## config.mk

```make
export PLATFORM = sky130hd
export DESIGN_NAME = lcf_fill_ctrl
export DESIGN_NICKNAME = d
export VERILOG_FILES = /design/src/rtl/lcf_pkg.sv /design/src/rtl/lcf_wrap_seq.sv /design/src/rtl/lcf_word_track.sv /design/src/rtl/lcf_fill_ctrl.sv
export SDC_FILE = /design/constraint.sdc
export NUM_CORES = 1
export LEC_CHECK = 0
export BUFFER_PORTS_ARGS = -buffer_cell sky130_fd_sc_hd__buf_2
export CAP_MARGIN = 20
export CORE_ASPECT_RATIO = 0.6
export CORE_MARGIN = 3
export CORE_UTILIZATION = 50
export CTS_BUF_LIST = sky130_fd_sc_hd__clkbuf_8 sky130_fd_sc_hd__clkbuf_16
export CTS_CLUSTER_SIZE = 10
export DETAILED_ROUTE_END_ITERATION = 6
export GPL_TIMING_DRIVEN = 1
export PLACE_DENSITY = 0.75
export SLEW_MARGIN = 20
export SYNTH_ARGS = -nofsm -noshare
export SYNTH_HDL_FRONTEND = slang
export SYNTH_SLANG_ARGS = --single-unit
```

## constraint.sdc

```tcl
create_clock -name clk -period 2.7 [get_ports clk]
set_input_delay 0.135 -clock clk [delete_from_list [all_inputs] [get_ports clk]]
set_output_delay 0.135 -clock clk [all_outputs]
set_load 0.01 [all_outputs]
```

## src/rtl/lcf_pkg.sv

```systemverilog
`timescale 1ns/1ps
package lcf_pkg;
  typedef enum logic {
    FS_IDLE = 1'b0,
    FS_FILL = 1'b1
  } fill_state_e;
endpackage

```

## src/rtl/lcf_wrap_seq.sv

```systemverilog
`timescale 1ns/1ps
// Issues one memory request per word, starting at base and wrapping.
module lcf_wrap_seq #(
  parameter int WORDS = 4,
  parameter int TAG_W = 4,
  localparam int WI = $clog2(WORDS),
  localparam int ADDR_W = TAG_W + WI
) (
  input  logic              clk,
  input  logic              rst_n,
  input  logic              start,
  input  logic [TAG_W-1:0]  tag,
  input  logic [WI-1:0]     base,
  input  logic              ready,
  output logic              valid,
  output logic [ADDR_W-1:0] addr
);
  logic [WI-1:0] step_q;
  logic          active_q;

  always_ff @(posedge clk) begin
    if (!rst_n) begin
      active_q <= 1'b0;
      step_q   <= '0;
    end else if (start) begin
      active_q <= 1'b1;
      step_q   <= '0;
    end else if (active_q && ready) begin
      step_q <= step_q + 1'b1;
      if (step_q == WI'(WORDS - 1)) active_q <= 1'b0;
    end
  end

  assign valid = active_q;
  assign addr  = {tag, WI'(base + step_q)};
endmodule

```

## src/rtl/lcf_word_track.sv

```systemverilog
`timescale 1ns/1ps
// Per-word arrival bits and word storage for the line being filled.
module lcf_word_track #(
  parameter int WORDS  = 4,
  parameter int DATA_W = 16,
  localparam int WI = $clog2(WORDS)
) (
  input  logic                         clk,
  input  logic                         rst_n,
  input  logic                         clear,
  input  logic                         wr_en,
  input  logic [WI-1:0]                base,
  input  logic [DATA_W-1:0]            wr_data,
  output logic [WORDS-1:0]             have,
  output logic [WORDS-1:0][DATA_W-1:0] words,
  output logic [WI-1:0]                cur_word,
  output logic                         last
);
  logic [WI-1:0] cnt_q;

  assign cur_word = WI'(base + cnt_q);
  assign last     = (cnt_q == WI'(WORDS - 1));

  always_ff @(posedge clk) begin
    if (!rst_n)      cnt_q <= '0;
    else if (clear)  cnt_q <= '0;
    else if (wr_en)  cnt_q <= cnt_q + 1'b1;
  end

  for (genvar g = 0; g < WORDS; g++) begin : g_word
    logic hit_w;
    assign hit_w = wr_en && (cur_word == WI'(g));

    always_ff @(posedge clk) begin
      if (!rst_n)      have[g] <= 1'b0;
      else if (clear)  have[g] <= 1'b0;
      else if (hit_w)  have[g] <= 1'b1;
    end

    always_ff @(posedge clk) begin
      if (hit_w) words[g] <= wr_data;
    end
  end
endmodule

```

## src/rtl/lcf_fill_ctrl.sv

```systemverilog
`timescale 1ns/1ps
// Line fill controller: wrapped fetch, early restart, per-word tracking.
module lcf_fill_ctrl #(
  parameter int WORDS      = 4,
  parameter int DATA_W     = 16,
  parameter int TAG_W      = 4,
  parameter int CRIT_FIRST = 1,
  localparam int WI = $clog2(WORDS),
  localparam int ADDR_W = TAG_W + WI
) (
  input  logic              clk,
  input  logic              rst_n,
  input  logic              req_valid,
  output logic              req_ready,
  input  logic [ADDR_W-1:0] req_addr,
  output logic              rsp_valid,
  output logic [DATA_W-1:0] rsp_data,
  output logic              mem_req_valid,
  input  logic              mem_req_ready,
  output logic [ADDR_W-1:0] mem_req_addr,
  input  logic              mem_rsp_valid,
  input  logic [DATA_W-1:0] mem_rsp_data,
  output logic              fill_done,
  output logic              line_valid,
  output logic [TAG_W-1:0]  line_tag
);
  import lcf_pkg::*;

  fill_state_e          state_q;
  logic [TAG_W-1:0]     tag_q;
  logic [WI-1:0]        base_q;
  logic                 line_vld_q;

  logic [TAG_W-1:0]     req_tag;
  logic [WI-1:0]        req_word;
  logic [WI-1:0]        first_word;
  logic                 filling, tag_hit, arriving, have_word;
  logic                 miss_start, wr_en, last_word;
  logic [WORDS-1:0]     have;
  logic [WORDS-1:0][DATA_W-1:0] words;
  logic [WI-1:0]        cur_word;

  assign req_tag  = req_addr[ADDR_W-1:WI];
  assign req_word = req_addr[WI-1:0];

  if (CRIT_FIRST != 0) begin : g_crit
    assign first_word = req_word;
  end else begin : g_seq
    assign first_word = '0;
  end

  assign filling    = (state_q == FS_FILL);
  assign tag_hit    = (req_tag == tag_q);
  assign have_word  = have[req_word];
  assign wr_en      = filling && mem_rsp_valid;
  assign arriving   = wr_en && (cur_word == req_word);
  assign miss_start = req_valid && !filling && !(line_vld_q && tag_hit);
  assign fill_done  = wr_en && last_word;

  assign req_ready  = req_valid && tag_hit &&
                      (line_vld_q || (filling && (have_word || arriving)));
  assign rsp_valid  = req_ready;
  assign rsp_data   = have_word ? words[req_word] : mem_rsp_data;

  assign line_valid = line_vld_q;
  assign line_tag   = tag_q;

  always_ff @(posedge clk) begin
    if (!rst_n) begin
      state_q    <= FS_IDLE;
      tag_q      <= '0;
      base_q     <= '0;
      line_vld_q <= 1'b0;
    end else if (miss_start) begin
      state_q    <= FS_FILL;
      tag_q      <= req_tag;
      base_q     <= first_word;
      line_vld_q <= 1'b0;
    end else if (fill_done) begin
      state_q    <= FS_IDLE;
      line_vld_q <= 1'b1;
    end
  end

  lcf_wrap_seq #(.WORDS(WORDS), .TAG_W(TAG_W)) u_seq (
    .clk   (clk),
    .rst_n (rst_n),
    .start (miss_start),
    .tag   (tag_q),
    .base  (base_q),
    .ready (mem_req_ready),
    .valid (mem_req_valid),
    .addr  (mem_req_addr)
  );

  lcf_word_track #(.WORDS(WORDS), .DATA_W(DATA_W)) u_track (
    .clk      (clk),
    .rst_n    (rst_n),
    .clear    (miss_start),
    .wr_en    (wr_en),
    .base     (base_q),
    .wr_data  (mem_rsp_data),
    .have     (have),
    .words    (words),
    .cur_word (cur_word),
    .last     (last_word)
  );
endmodule

```

==> metrics.csv <==
metric;value;unit
# DRC;0;
worst-skew pair later-pin latency;0.32;ns
syn_nets;225;
most common cell in the netlist;edfxtp_1;
P_leak;1.566;nW
Int Power;2.189;mW
Met2 Wirelength;2728;um
vias in the first global route;1889;
half-perimeter wire length after placement;4054;um
maximum clock rate;479.8;MHz
hold slack;0.03978;ns
DR vias/cell;5.308;
share of cells above drive strength 1;41.92;%
Hold Buf Count CTS;0;
total track usage;16.30;%
fill count;448;
diode count;0;
Initial Util;54.39;%
asr flop ratio synth;0;%
Final min period;2.084;ns
setup bufs post-CTS;0;
ANT nets after route;0;
dominant synthesized flop cell;edfxtp_1;
Synth Warn #;0;
Clk pwr share;41.6;%
routed len/inst;17.54;um
final setup vio count;0;
Mapped Area;0.003488;mm^2
Crit Path Max Fanout;17;
Slew HR;62.13;%
Fin Clk Skew;0.004046;ns
Die Ht;70.70;um
status;finished, final reports clean;
GRT Residual Overflow;0;
worst slew pin tran;0.5681;ns
CTS tree;yes;
clk slew on worst S/H paths;0.06;ns
Core Box Area;0.006414;mm^2
leading area contributor after synthesis;edfxtp_1;
Die X;113.8;um
GP Congestion;0.7278;
Nets;286;
post_cts resized;0;
Comb pwr share;8.1;%
H-tree levels;3;
via count;1826;
Peak VDD IR;348.8;uV
drt first pass iters;4;
CP Data Required Time;2.57;ns
largest net degree at the start of global routing;24;
root buffer cell;clkbuf_16;
CP Capture Type;output port;
Met3 Wirelength;313;um
RSZ-0062 raised after global routing;no;
highest metal used;met4;
number of flops mapped to enable cells by yosys;64;
die area;0.008048;mm^2
setup TNS;0;ns
Num CTS Buffers;9;
Max Buffers Root-to-Sink;2;
first-pass GRT wire length;9922;um
pwr/cell area;668.8;mW/mm^2
PortBufs;57;
P_sw;0.5725;mW
Worst EP arrival;1.95;ns
Std-Cell Rows;22;
M1 wire length;2980;um
top cells by instance count after synthesis;edfxtp_1, dfxtp_1, nand2_1, nor3b_1, mux4_2;
synthesis-to-finish area growth;18.36;%
I/O Pins;58;
average size of a mapped cell;17.98;um^2
total clock sinks;81;
final hold viol count;0;
Tcrit/Tclk final;77.20;%
Sw Ratio;20.73;%
Synth Instances;194;
Netlist cell types;31;
kind of critical path;reg2out;
initial antenna violation count;0;
Seq/Total Area, Yosys;64.85;%
min-delay worst type;in2reg;
initial drt markers;87;
Max Cap Viol;0;
Slew Viols, Final;0;
Reg power frac;50.4;%
Synth area leaders;edfxtp_1, dfxtp_1, mux4_2;
Synth top area share;55.09;%
Critical Path Start Type;flop;
Yosys reg bits;81;
wirelength, routed;6033;um
==> cell type report <==
| cell class | instances | area [um^2] | share of cell area [%] |
|---|---|---|---|
| Sequential cell | 81 | 2262 | 54.79 |
| Multi-Input combinational cell | 99 | 1135 | 27.48 |
| Timing Repair Buffer | 64 | 337.8 | 8.182 |
| Clock buffer | 9 | 225.2 | 5.455 |
| Tap cell | 84 | 105.1 | 2.545 |
| Clock inverter | 7 | 63.81 | 1.545 |
==> worst max-delay path, cell delays in order (launching register included) <==
cell	delay (ns)
dfxtp_1	0.32
mux4_2	0.75
a311oi_2	0.32
nor2_1	0.09
buf_2	0.14
==> worst paths after layout <==
check | startpoint | endpoint | slack, ns | depth (start not counted)
max reg2reg | u_track.cnt_q[1] | u_track.words[48] | 1.02 | 3
min reg2reg | u_track.have[3] | u_track.have[3] | 0.49 | 2
max | u_track.have[2] | rsp_valid | 0.62 | 4
min | mem_rsp_data[9] | u_track.words[25] | 0.04 | 1
==> metrics by stage <==
stage	instances	setup WS, ns	utilization (%)	area (um^2)	total power [mW]
4_1_cts	344	0.5856	64.38	4129	2.802
3_5_place_dp	328	0.9418	59.87	3840	1.643
3_3_place_gp	328	0.9701	59.87	3840	1.636
5_1_grt	344	0.5074	64.38	4129	2.880
2_1_floorplan	194	0.1638	-	3488	1.560
6_report	344	0.6156	64.38	4129	2.762
==> power groups by stage <==
stage          logic [mW]  clock network (mW)  registers [mW]
2_1_floorplan       0.143                   0            1.42
3_3_place_gp        0.220                   0            1.42
3_5_place_dp        0.226                   0            1.42
4_1_cts             0.227                1.18            1.39
5_1_grt             0.244                1.24            1.39
6_report            0.223                1.15            1.39
==> registers in the layout, summed over array words and instances, names as in the netlist <==
name           cells
u_track.words     64
line_valid         1
base_q             2
u_track.cnt_q      2
filling            1
line_tag           4
u_seq.valid        1
u_seq.step_q       2
u_track.have       4
==> kinds of logic after synthesis <==
logic type | count (synthesis) | share of synthesized area, %
adder cells (fa/ha/maj) | 4 | 1.435
AND/OR/NAND/NOR | 37 | 5.811
XOR/XNOR | 11 | 3.157
AO/OA/AOI/OAI | 6 | 1.542
flip-flops | 81 | 64.85
multiplexers | 41 | 20.16
buffers and inverters | 14 | 3.049
==> metal layers <==
layer	global-route usage, %	vias to the layer above
met5	0	-
met4	3.557	0
met3	6.239	2
met2	24.07	45
met1	23.30	904
li1	-	875
==> cell usage in the layout, fill, tap and decap left out, types with 8 or more instances in the layout <==
cell,synthesis,routed
edfxtp_1,64,64
buf_2,3,57
mux2_4,9,9
mux2i_1,8,8
mux4_2,10,10
clkbuf_16,0,9
dfxtp_1,17,17
nand2_1,14,14
nor3b_1,11,9
No activity file was read; power rests on OpenSTA's default activity.
